$ cat config.mk
export PLATFORM = sky130hd
export DESIGN_NAME = page_collect
export DESIGN_NICKNAME = d
export VERILOG_FILES = /design/src/rtl/pgw_pkg.sv /design/src/rtl/pgw_ctrl.sv /design/src/rtl/pgw_dp.sv /design/src/rtl/page_collect.sv
export SDC_FILE = /design/constraint.sdc
export NUM_CORES = 1
export LEC_CHECK = 0
export ABC_AREA = 1
export CAP_MARGIN = 10
export CORE_MARGIN = 1.5
export CORE_UTILIZATION = 30
export DETAILED_ROUTE_END_ITERATION = 6
export DONT_BUFFER_PORTS = 1
export HOLD_SLACK_MARGIN = 0.12
export PLACE_DENSITY = 0.5
export SYNTH_ARGS = -nofsm -noshare
export SYNTH_HDL_FRONTEND = slang
export SYNTH_SLANG_ARGS = --single-unit
$ cat constraint.sdc
create_clock -name clk -period 6.1 [get_ports clk]
set_input_delay 0.915 -clock clk [delete_from_list [all_inputs] [get_ports clk]]
set_output_delay 0.915 -clock clk [all_outputs]
set_load 0.1 [all_outputs]
$ cat src/rtl/pgw_pkg.sv
package pgw_pkg;

  typedef enum logic [1:0] {
    ST_IDLE = 2'd0,
    ST_FILL = 2'd1,
    ST_PROG = 2'd2
  } pgwState_t;

  // strobes from control to datapath
  typedef struct packed {
    logic loadStart;  // capture start address, clear mask and bit count
    logic shiftBit;   // shift one data bit in
    logic copyEn;     // copy phase: present buffer entry to array port
  } pgwStrobe_t;

  // status from datapath to control
  typedef struct packed {
    logic aligned;    // bit count is on a byte boundary
    logic anyByte;    // at least one full byte received
  } pgwStatus_t;

endpackage

$ cat src/rtl/pgw_ctrl.sv
module pgw_ctrl
  import pgw_pkg::*;
#(
  parameter int OFFS_W    = 6,
  parameter int WR_CYCLES = 80
) (
  input  logic              clk,
  input  logic              rstN,
  input  logic              cmdStart,
  input  logic              enLatchIn,
  input  logic              bitTick,
  input  logic              csRise,
  input  logic              protHit,
  input  pgwStatus_t        status,
  output pgwStrobe_t        strobe,
  output logic [OFFS_W-1:0] copyIdx,
  output logic              writeBusy,
  output logic              enLatchClr
);

  localparam int PAGE_BYTES = 1 << OFFS_W;
  localparam int CNT_W      = $clog2(WR_CYCLES + 1) > OFFS_W ?
                              $clog2(WR_CYCLES + 1) : OFFS_W + 1;
  localparam logic [CNT_W-1:0] LAST_CNT  = CNT_W'(WR_CYCLES - 1);
  localparam logic [CNT_W-1:0] COPY_LIM  = CNT_W'(PAGE_BYTES);

  pgwState_t        state, stateNext;
  logic [CNT_W-1:0] cycCnt;
  logic             commitOk;
  logic             clrNext;

  assign commitOk = status.aligned && status.anyByte;

  always_comb begin
    stateNext = state;
    clrNext   = 1'b0;
    unique case (state)
      ST_IDLE: begin
        if (cmdStart && enLatchIn) stateNext = ST_FILL;
      end
      ST_FILL: begin
        if (csRise) begin
          if (commitOk && !protHit) begin
            stateNext = ST_PROG;
          end else begin
            stateNext = ST_IDLE;
            clrNext   = commitOk && protHit;
          end
        end
      end
      ST_PROG: begin
        if (cycCnt == LAST_CNT) begin
          stateNext = ST_IDLE;
          clrNext   = 1'b1;
        end
      end
      default: stateNext = ST_IDLE;
    endcase
  end

  always_ff @(posedge clk) begin
    if (!rstN) begin
      state      <= ST_IDLE;
      cycCnt     <= '0;
      enLatchClr <= 1'b0;
    end else begin
      state      <= stateNext;
      enLatchClr <= clrNext;
      if (state == ST_PROG) cycCnt <= cycCnt + 1'b1;
      else                  cycCnt <= '0;
    end
  end

  always_comb begin
    strobe.loadStart = (state == ST_IDLE) && cmdStart && enLatchIn;
    strobe.shiftBit  = (state == ST_FILL) && bitTick && !csRise;
    strobe.copyEn    = (state == ST_PROG) && (cycCnt < COPY_LIM);
  end

  assign copyIdx   = cycCnt[OFFS_W-1:0];
  assign writeBusy = (state == ST_PROG);

endmodule

$ cat src/rtl/pgw_dp.sv
module pgw_dp
  import pgw_pkg::*;
#(
  parameter int ADDR_W = 15,
  parameter int OFFS_W = 6
) (
  input  logic              clk,
  input  logic              rstN,
  input  pgwStrobe_t        strobe,
  input  logic [ADDR_W-1:0] startAddr,
  input  logic              bitIn,
  input  logic [OFFS_W-1:0] copyIdx,
  output pgwStatus_t        status,
  output logic              memWe,
  output logic [ADDR_W-1:0] memAddr,
  output logic [7:0]        memWdata
);

  localparam int PAGE_BYTES = 1 << OFFS_W;
  localparam int PAGE_W     = ADDR_W - OFFS_W;

  logic [PAGE_W-1:0]     pageReg;
  logic [OFFS_W-1:0]     offsReg;
  logic [2:0]            bitCnt;
  logic [6:0]            shiftReg;
  logic                  anyByte;
  logic [PAGE_BYTES-1:0] validMask;
  logic [7:0]            pageBuf [PAGE_BYTES];
  logic                  byteDone;
  logic [7:0]            newByte;

  assign byteDone = strobe.shiftBit && (bitCnt == 3'd7);
  assign newByte  = {shiftReg, bitIn};

  always_ff @(posedge clk) begin
    if (!rstN) begin
      pageReg   <= '0;
      offsReg   <= '0;
      bitCnt    <= '0;
      shiftReg  <= '0;
      anyByte   <= 1'b0;
      validMask <= '0;
    end else if (strobe.loadStart) begin
      pageReg   <= startAddr[ADDR_W-1:OFFS_W];
      offsReg   <= startAddr[OFFS_W-1:0];
      bitCnt    <= '0;
      shiftReg  <= '0;
      anyByte   <= 1'b0;
      validMask <= '0;
    end else if (strobe.shiftBit) begin
      shiftReg <= newByte[6:0];
      bitCnt   <= bitCnt + 3'd1;
      if (byteDone) begin
        validMask[offsReg] <= 1'b1;
        offsReg            <= offsReg + 1'b1;
        anyByte            <= 1'b1;
      end
    end
  end

  // buffer entries carry no reset: the mask guards them
  for (genvar gi = 0; gi < PAGE_BYTES; gi++) begin : g_buf
    always_ff @(posedge clk) begin
      if (byteDone && (offsReg == OFFS_W'(gi))) pageBuf[gi] <= newByte;
    end
  end

  always_comb begin
    status.aligned = (bitCnt == 3'd0);
    status.anyByte = anyByte;
  end

  assign memWe    = strobe.copyEn && validMask[copyIdx];
  assign memAddr  = {pageReg, copyIdx};
  assign memWdata = pageBuf[copyIdx];

endmodule

$ cat src/rtl/page_collect.sv
module page_collect
  import pgw_pkg::*;
#(
  parameter int ADDR_W    = 15,
  parameter int OFFS_W    = 6,
  parameter int WR_CYCLES = 80
) (
  input  logic              clk,
  input  logic              rstN,
  input  logic              cmdStart,
  input  logic [ADDR_W-1:0] startAddr,
  input  logic              enLatchIn,
  input  logic              bitTick,
  input  logic              bitIn,
  input  logic              csRise,
  input  logic              protHit,
  output logic              writeBusy,
  output logic              enLatchClr,
  output logic              memWe,
  output logic [ADDR_W-1:0] memAddr,
  output logic [7:0]        memWdata
);

  pgwStrobe_t        strobe;
  pgwStatus_t        status;
  logic [OFFS_W-1:0] copyIdx;

  pgw_ctrl #(.OFFS_W(OFFS_W), .WR_CYCLES(WR_CYCLES)) u_ctrl (
    .clk(clk), .rstN(rstN), .cmdStart(cmdStart), .enLatchIn(enLatchIn),
    .bitTick(bitTick), .csRise(csRise), .protHit(protHit),
    .status(status), .strobe(strobe), .copyIdx(copyIdx),
    .writeBusy(writeBusy), .enLatchClr(enLatchClr)
  );

  pgw_dp #(.ADDR_W(ADDR_W), .OFFS_W(OFFS_W)) u_dp (
    .clk(clk), .rstN(rstN), .strobe(strobe), .startAddr(startAddr),
    .bitIn(bitIn), .copyIdx(copyIdx), .status(status),
    .memWe(memWe), .memAddr(memAddr), .memWdata(memWdata)
  );

endmodule

==> results of run 1 <==
==> flip-flops by register name (all words and copies together) (netlist names) <==
register	cells
u_dp.anyByte	1
u_dp.offsReg	6
u_ctrl.enLatchClr	1
u_ctrl.state	2
u_dp.shiftReg	7
u_dp.pageBuf	512
u_dp.validMask	64
u_dp.bitCnt	3
u_dp.pageReg	9
u_ctrl.cycCnt	7
==> logic make-up (layout without fill, tap and decap cells) <==
group                      Yosys count  after routing
AOI/OAI and AO/OA                  513            513
xor gates and xnor gates             3              3
adders and majority gates           12             12
other                                0              1
buffers and inverters              266            284
and+or+nand+nor                    894            894
DFF                                612            612
muxes                                7              7
==> routing by layer <==
metal  share of wire [%]  wire (um)
met5                   0          0
met4                 2.5       1690
met3                 5.9       4060
met2                  46      31300
met1                  46      31600
==> power by group <==
group	leakage (nW)	total [mW]	internal (mW)	switching, mW
Clock	1.09	4.10	2.41	1.69
Sequential	6.17	4.64	4.51	0.134
Combinational	2.88	1.15	0.297	0.849
==> layout make-up <==
| type | instances | area [um^2] |
|---|---|---|
| inverters | 126 | 478 |
| flip-flops and latches | 612 | 17400 |
| clock buffers | 91 | 1890 |
| multi-input cells | 1429 | 6630 |
| clock inverters | 35 | 332 |
| repair buffers | 32 | 290 |
| diodes | 1 | 2.50 |
| well taps | 1080 | 1350 |
| fillers | 8229 | 55000 |
==> path summary, 6_finish.rpt <==
path	depth (start not counted)	slack, ns	to	from
worst max-delay path	9	1.14	memWdata[4]	u_ctrl.cycCnt[1]$_SDFF_PN0_
worst min-delay path	0	0.42	u_dp.pageBuf[30][0]$_DFFE_PP_	bitIn
worst max register to register	8	2.26	u_dp.validMask[7]$_SDFFE_PP0P_	u_ctrl.state[0]$_SDFFE_PN0P_
worst min register to register	2	0.46	u_dp.validMask[5]$_SDFFE_PP0P_	u_dp.validMask[5]$_SDFFE_PP0P_
==> metrics by stage <==
stage	hold WS, ns	area, um^2	utilization [%]	setup WS, ns
final	0.422	28400	34.0	1.14
after global routing	0.387	28400	34.0	0.964
after CTS	0.389	28400	34.0	1.15
after detailed placement	0.446	26100	31.3	1.82
after global placement	0.441	26100	31.3	1.85
after floorplan	0.431	25200	-	2.35
==> cell usage after synthesis <==
master    instances  area share [%]
nand3b_1          6            0.18
o21ai_1          38            0.75
dfxtp_1         100             7.9
inv_2             2           0.030
clkbuf_2          1           0.020
a22oi_1           7            0.21
o21a_1            2           0.059
nand3_1         109             2.2
buf_4            26            0.77
buf_1             3           0.045
o22ai_1          22            0.55
clkbuf_1         52            0.77
o21ai_0         268             5.3
buf_6            10            0.45
nand2_2           2           0.050
buf_2            48            0.95
nand2_1         298             4.4
mux2i_1           7            0.28
clkinv_1          5           0.074
o211ai_1         67             2.0
a21oi_1         102             2.0
nor2_4            1           0.045
ha_1             12            0.60
nor3_4            3            0.19
nor2_1          466             6.9
nand4_1           1           0.025
nor2_2            3           0.074
xor2_1            3            0.10
edfxtp_1        512              61
nor3_1            5           0.099
a31oi_1           6            0.15
a211oi_1          1           0.030
inv_1           119             1.8
==> critical path: cells and delay by family (launching register included) <==
kind | cells | cell delay (ns)
DFF | 1 | 0.81
and+or+nand+nor | 5 | 1.24
buffers and inverters | 2 | 1.09
AOI/OAI and AO/OA | 2 | 0.24
==> impl_metrics.env, run 1 <==
export IMPL_status="completed"
export IMPL_nets=2306
export IMPL_yosys_register_bits=612
export IMPL_setup_viol=0
export IMPL_max_vdd_ir_drop_mv=0.170
export IMPL_synthSimpleGateAreaFrac_pct=14.2
export IMPL_core_um2=83400
export IMPL_fin_crit_ns=4.96
export IMPL_slew_headroom_pct=21.7
export IMPL_p_per_area_nw_per_um2=349
export IMPL_syn2layout_area_growth_pct=12.5
export IMPL_max_freq_mhz=201
export IMPL_synth_top_family_by_area="simple AND/OR/NAND/NOR gates"
export IMPL_cp_slowest_cell="dfxtp_4"
export IMPL_cts_resized=0
export IMPL_synth_compound_area_share_pct=11.1
export IMPL_clock_sinks=612
export IMPL_vias_per_cell=4.98
export IMPL_die_h_um=293
export IMPL_initial_utilization_pct=30.2
export IMPL_end_kind="primary output"
export IMPL_finalNonFillerCells=3406
export IMPL_drtAntennaViolNets=0
export IMPL_finalMaxSlewViolations=0
export IMPL_layout_common_cells="edfxtp_1 (512), nor2_1 (465), nand2_1 (297), o21ai_0 (268), inv_1 (118)"
export IMPL_synthCells=2307
export IMPL_vias=16900
export IMPL_synthXorXnorAreaFrac_pct=0.104
export IMPL_clock_latency_ns=0.61
export IMPL_hold_path_class="input port to flip-flop"
export IMPL_first_pass_iters=7
export IMPL_drc_errors=0
export IMPL_busiest_layer="met2"
export IMPL_cts_buffers=70
export IMPL_worstPathCellList="inv_1 -> nor2_1 -> a22oi_1 -> o21ai_0 -> nand2_1 -> nand3_1 -> nand3_1 -> nand2_1 -> buf_4"
export IMPL_p_leak_nw=10.1
export IMPL_cts_tree="yes"
export IMPL_synthMuxAreaShare_pct=0.278
export IMPL_critical_path_class="flip-flop to primary output"
export IMPL_cts_root_buf="clkbuf_16"
export IMPL_synth_fa_ha_area_share_pct=0.595
export IMPL_met3_usage_pct=2.88
export IMPL_syn_area_um2=25200
export IMPL_ys_seq_area_share_pct=68.9
export IMPL_cp_arrival_ns=4.05
export IMPL_clock_path_buffers=3
export IMPL_drt_wl_total_mm=68.6
export IMPL_port_buffers=0
export IMPL_rows=106
export IMPL_path_max_fanout=36
export IMPL_yosysWarnings=0
export IMPL_dp_cells=3279
export IMPL_rsz0062_at_grt="no"
export IMPL_start_kind="flip-flop"
export IMPL_synth_area_per_cell_um2=10.9
export IMPL_finClkSkew_ns=0.0344
export IMPL_p_total_mw=9.89
export IMPL_antenna_found_initial=0
export IMPL_maxCapViolations=0
export IMPL_layout_commonest_cell="edfxtp_1"
export IMPL_globalRouteTotalUtil_pct=15.9
export IMPL_cts_htree_levels=3
export IMPL_grt_ovfl_total=0
export IMPL_wire_per_inst_um=20.2
export IMPL_dieArea_um2=85900
export IMPL_hold_violations=0
export IMPL_period_share_pct=81.4
export IMPL_crit_required_ns=5.18
export IMPL_drive_gt1_share_pct=6.67
export IMPL_tns_ns=0
export IMPL_critPathMaxStageDelay_ns=0.81
export IMPL_worst_pin_slew_ns=1.17
export IMPL_first_iter_violations=1683
export IMPL_post_cts_buffers=0
export IMPL_met1_usage_pct=22.7
export IMPL_hpwlAfterDp_mm=40.6
export IMPL_syn_nets=2342
export IMPL_grt_pass1_vias=16300
export IMPL_yosys_cell_types_count=33
export IMPL_gp_congestion=0.844
export IMPL_fp_dieW_um=293
export IMPL_io_pins=49
export IMPL_clk_pin_slew_ns=0.06
export IMPL_grt_pass1_wl_mm=104
export IMPL_cts_hold_buf=0
export IMPL_grt_util_met2_pct=24.7
export IMPL_grt_max_degree=145
Power figures use the tool's default switching activity.
==> run 2: changes to the inputs <==
clock period = 4.59 ns   (was 6.1 ns; I/O delays follow)
==> run 2 against run 1 <==
Sequential power grew 33%. Largest power group unchanged. Flip-flop and latch count unchanged. Highest routed layer unchanged. Clock-buffer cell count shrank 3. Sequential share of layout area is 0.56 points lower. Combinational power rose by 41%. Worst hold slack worse by 0.21 ns. Wire length up 4.0%. Via count increased by 1.4%. Setup slack got worse by 0.97 ns. Critical path depth fell by 1. Global-route usage up 0.54 points.
==> impl_metrics.env, run 2 (synthesized netlist as in run 1, its figures left out) <==
export IMPL_dieArea_um2=85900
export IMPL_p_total_mw=13.2
export IMPL_largestRegisters="u_dp.pageBuf: 512 flops, u_dp.validMask: 64 flops, u_dp.pageReg: 9 flops"
export IMPL_drive_gt1_share_pct=7.39
export IMPL_nets=2323
export IMPL_layout_commonest_cell="edfxtp_1"
export IMPL_post_cts_buffers=0
export IMPL_cts_hold_buf=0
export IMPL_vias_per_cell=5.02
export IMPL_rsz0062_at_grt="no"
export IMPL_slew_headroom_pct=25.8
export IMPL_cts_buffers=68
export IMPL_clock_sinks=612
export IMPL_largest_reg_flops=512
export IMPL_final_area_um2=28600
export IMPL_cts_htree_levels=3
export IMPL_grt_pass1_vias=16900
export IMPL_period_share_pct=96.3
export IMPL_max_vdd_ir_drop_mv=0.258
export IMPL_first_iter_violations=1700
export IMPL_start_kind="flip-flop"
export IMPL_layout_common_cells="edfxtp_1 (512), nor2_1 (465), nand2_1 (297), o21ai_0 (268), inv_1 (119)"
export IMPL_first_pass_iters=5
export IMPL_maxCapViolations=0
export IMPL_io_pins=49
export IMPL_clock_path_buffers=3
export IMPL_clk_pin_slew_ns=0.05
export IMPL_gp_congestion=0.840
export IMPL_drt_wl_total_mm=71.4
export IMPL_p_leak_nw=10.3
export IMPL_postPlaceCellArea_um2=26400
export IMPL_vias=17200
export IMPL_clock_latency_ns=0.61
export IMPL_drc_errors=0
export IMPL_status="completed"
export IMPL_port_buffers=0
export IMPL_die_h_um=293
export IMPL_globalRouteTotalUtil_pct=16.5
export IMPL_grt_max_degree=187
export IMPL_crit_required_ns=3.90
export IMPL_core_um2=83400
export IMPL_grt_ovfl_total=0
export IMPL_antenna_found_initial=0
export IMPL_hpwlAfterDp_mm=43.5
export IMPL_hold_path_class="input port to flip-flop"
export IMPL_cts_tree="yes"
export IMPL_cts_resized=0
export IMPL_utilization_pct=34.3
export IMPL_wire_per_inst_um=20.9
export IMPL_holdWs_ns=0.210
export IMPL_drtAntennaViolNets=0
export IMPL_syn2layout_area_growth_pct=13.5
export IMPL_max_freq_mhz=226
export IMPL_worst_pin_slew_ns=1.11
export IMPL_grt_pass1_wl_mm=107
export IMPL_critical_path_class="flip-flop to primary output"
export IMPL_initial_utilization_pct=30.2
export IMPL_finClkSkew_ns=0.0317
export IMPL_cts_root_buf="clkbuf_16"
export IMPL_tns_ns=0
export IMPL_setup_viol=0
export IMPL_finalMaxSlewViolations=0
export IMPL_cp_arrival_ns=3.73
export IMPL_fp_dieW_um=293
export IMPL_rows=106
export IMPL_end_kind="primary output"
export IMPL_fin_crit_ns=4.42
export IMPL_path_max_fanout=24
export IMPL_hold_violations=0
export IMPL_p_per_area_nw_per_um2=460
export IMPL_top_register="u_dp.pageBuf"
run 2: cell count changes in the layout (fill, tap and decap cells not counted), sizes merged:
cell    previous run  this run
buf               32        51
inv              124       125
diode              1         3
clkbuf            91        88
clkinv            31        29
run 2: per-stage QoR:
| stage | worst slack [ns] | instances |
|---|---|---|
| 2_1_floorplan | 1.06 | 2307 |
| 3_3_place_gp | 0.787 | 3296 |
| 3_5_place_dp | 0.807 | 3296 |
| 4_1_cts | 0.159 | 3418 |
| 5_1_grt | 0.0147 | 3420 |
| 6_report | 0.171 | 3423 |
run 2: cell type report:
| cell class | count | area (um^2) |
|---|---|---|
| sequential | 612 | 17400 |
| tap | 1080 | 1350 |
| multi-input combinational | 1429 | 6630 |
| antenna | 3 | 7.51 |
| inverter | 126 | 478 |
| fill | 8279 | 54800 |
| clock inverter | 34 | 314 |
| timing repair buffer | 51 | 586 |
| clock buffer | 88 | 1870 |
run 2: critical path, cell delays in order, from the launching register on:
cell and delay [ns]:
dfxtp_2 0.53, nand2_1 0.26, clkinv_1 0.89, buf_4 0.53, nand2_1 0.09, nand3_1 0.14, nand3_1 0.26, nand2_1 0.19
buf_12 0.21
run 2: final timing paths:
check / startpoint / end / slack (ns) / cells past startpoint
worst max-delay path: u_ctrl.cycCnt[2]$_SDFF_PN0_ / memWdata[4] / 0.17 / 8
worst min-delay path: bitIn / u_dp.pageBuf[25][0]$_DFFE_PP_ / 0.21 / 0
worst max register to register: u_ctrl.state[1]$_SDFFE_PN0P_ / u_dp.pageBuf[18][4]$_DFFE_PP_ / 0.96 / 8
worst min register to register: u_dp.validMask[6]$_SDFFE_PP0P_ / u_dp.validMask[6]$_SDFFE_PP0P_ / 0.46 / 2
run 2: where the power goes:
group          internal, mW  switching, mW
Sequential             5.99          0.174
Combinational         0.457           1.16
Clock                  3.17           2.23
run 2: routing by layer:
| metal | global-route usage [%] | vias up | part of all wire (%) |
|---|---|---|---|
| met5 | 0 | - | 0 |
| met4 | 5.12 | 0 | 2.5 |
| met3 | 2.68 | 108 | 5.6 |
| met2 | 26.4 | 524 | 46 |
| met1 | 22.8 | 8564 | 46 |
| li1 | - | 7985 | - |
==> run 3: changes to the inputs <==
CORE_MARGIN = 1   (was 1.5)
CTS_CLUSTER_SIZE = 40   (was not set)
==> run 3 against run 2 <==
Sequential share of layout area is 0.34 points higher. Sequential power hardly changed. Register-to-register slack hardly changed. Critical path depth stayed put. Die area is 0.68% lower. Fmax is 7.4% higher. Via count is 0.79% lower. Critical path type unchanged. Clock-buffer cell count is 8 higher. Wire length is 2.0% lower. Worst hold slack worse by 0.031 ns. Core utilization is 0.14 points higher.
==> impl_metrics.env, run 3 (synthesized netlist as in run 1, its figures left out) <==
export IMPL_period_share_pct=89.7
export IMPL_worstPathCellList="buf_12 -> o21ai_0 -> o211ai_1 -> nand3_1 -> nand3_1 -> nand3_1 -> nand2_1 -> buf_12"
export IMPL_drive_gt1_share_pct=6.90
export IMPL_hold_violations=0
export IMPL_antenna_found_initial=0
export IMPL_max_vdd_ir_drop_mv=0.266
export IMPL_max_freq_mhz=243
export IMPL_worst_pin_slew_ns=1.14
export IMPL_cts_resized=0
export IMPL_nets=2320
export IMPL_post_cts_buffers=0
export IMPL_drc_errors=0
export IMPL_p_per_area_nw_per_um2=457
export IMPL_gp_congestion=0.844
export IMPL_largestRegisters="u_dp.pageBuf: 512 flops, u_dp.validMask: 64 flops, u_dp.pageReg: 9 flops"
export IMPL_utilization_pct=34.5
export IMPL_first_pass_iters=5
export IMPL_grt_ovfl_total=0
export IMPL_rsz0062_at_grt="no"
export IMPL_clock_latency_ns=0.61
export IMPL_initial_utilization_pct=30.5
export IMPL_vias=17000
export IMPL_setup_viol=0
export IMPL_drt_wl_total_mm=69.9
export IMPL_num_fill_cells=8191
export IMPL_path_max_fanout=108
export IMPL_slew_headroom_pct=23.9
export IMPL_fp_dieW_um=292
export IMPL_dieArea_um2=85300
export IMPL_cp_slowest_cell="dfxtp_4"
export IMPL_layout_commonest_cell="edfxtp_1"
export IMPL_vias_per_cell=5.01
export IMPL_cp_arrival_ns=3.43
export IMPL_grt_pass1_vias=16700
export IMPL_layout_common_cells="edfxtp_1 (512), nor2_1 (465), nand2_1 (297), o21ai_0 (268), inv_1 (119)"
export IMPL_critical_path_class="flip-flop to primary output"
export IMPL_largest_reg_flops=512
export IMPL_globalRouteTotalUtil_pct=16.3
export IMPL_clock_path_buffers=3
export IMPL_first_iter_violations=1324
export IMPL_core_um2=82600
export IMPL_grt_max_degree=146
export IMPL_crit_required_ns=3.90
export IMPL_crit_top_cell="nand3_1"
export IMPL_fin_crit_ns=4.12
export IMPL_die_h_um=292
export IMPL_critPathTopFamily="simple AND/OR/NAND/NOR gates"
export IMPL_drtAntennaViolNets=0
export IMPL_cts_buffers=68
export IMPL_critPathMaxStageDelay_ns=0.64
export IMPL_clock_sinks=612
export IMPL_wire_per_inst_um=20.6
export IMPL_status="completed"
export IMPL_clk_pin_slew_ns=0.06
export IMPL_p_total_mw=13.0
export IMPL_cts_hold_buf=0
export IMPL_rows=105
export IMPL_io_pins=49
export IMPL_hpwlAfterDp_mm=42.9
export IMPL_diodes=0
export IMPL_finClkSkew_ns=0.0179
export IMPL_port_buffers=0
export IMPL_holdWs_ns=0.179
export IMPL_maxCapViolations=0
export IMPL_crit_buf_inv=2
export IMPL_cts_htree_levels=3
export IMPL_cts_tree="yes"
export IMPL_p_leak_nw=10.5
export IMPL_grt_pass1_wl_mm=105
export IMPL_end_kind="primary output"
export IMPL_syn2layout_area_growth_pct=12.9
export IMPL_tns_ns=0
export IMPL_top_register="u_dp.pageBuf"
export IMPL_hold_path_class="input port to flip-flop"
export IMPL_finalMaxSlewViolations=0
export IMPL_cts_root_buf="clkbuf_16"
export IMPL_start_kind="flip-flop"
-- run 3: area by class of cell --
class	count	area (um^2)	share of cell area, %
Inverter	126	478	1.68
Tap cell	1070	1340	4.70
Timing Repair Buffer	48	561	1.97
Clock inverter	21	183	0.642
Multi-Input combinational cell	1429	6630	23.3
Clock buffer	96	1890	6.63
Sequential cell	612	17400	61.1
-- run 3: routing by layer --
layer	up-vias	part of all wire, %	track usage, %
met5	-	0	0
met4	0	2.7	5.25
met3	120	6.2	3.23
met2	505	46	26.0
met1	8439	45	22.1
li1	7981	-	-
-- run 3: worst reg2reg max path, stage by stage, from the launching register on --
cell,delay [ns]
dfxtp_1,0.31
inv_1,0.11
ha_1,0.25
nand2_2,0.08
nor2_4,0.22
nand2_1,0.36
nor2_1,0.50
inv_1,0.43
nor2_1,0.97
-- run 3: worst paths after layout --
check,to,cells past startpoint,from,slack (ns)
worst max-delay path,memWdata[0],8,u_ctrl.cycCnt[1]$_SDFF_PN0_,0.47
worst min-delay path,u_dp.pageBuf[5][0]$_DFFE_PP_,0,bitIn,0.18
worst max register to register,u_dp.pageBuf[14][2]$_DFFE_PP_,8,u_ctrl.state[1]$_SDFFE_PN0P_,0.96
worst min register to register,u_dp.validMask[48]$_SDFFE_PP0P_,2,u_dp.validMask[48]$_SDFFE_PP0P_,0.46
-- run 3: metrics by stage --
stage,setup slack [ns],instances,area (um^2)
after detailed placement,1.02,3285,26400
final,0.474,3402,28500
after global placement,1.08,3285,26400
after floorplan,1.06,2307,25200
after global routing,0.277,3402,28500
after CTS,0.490,3402,28500
-- run 3: power by group --
group	internal (mW)	leakage [nW]	switching (mW)	total, mW
clock network	2.98	1.01	2.18	5.17
logic	0.483	3.05	1.20	1.69
registers	5.99	6.47	0.169	6.16
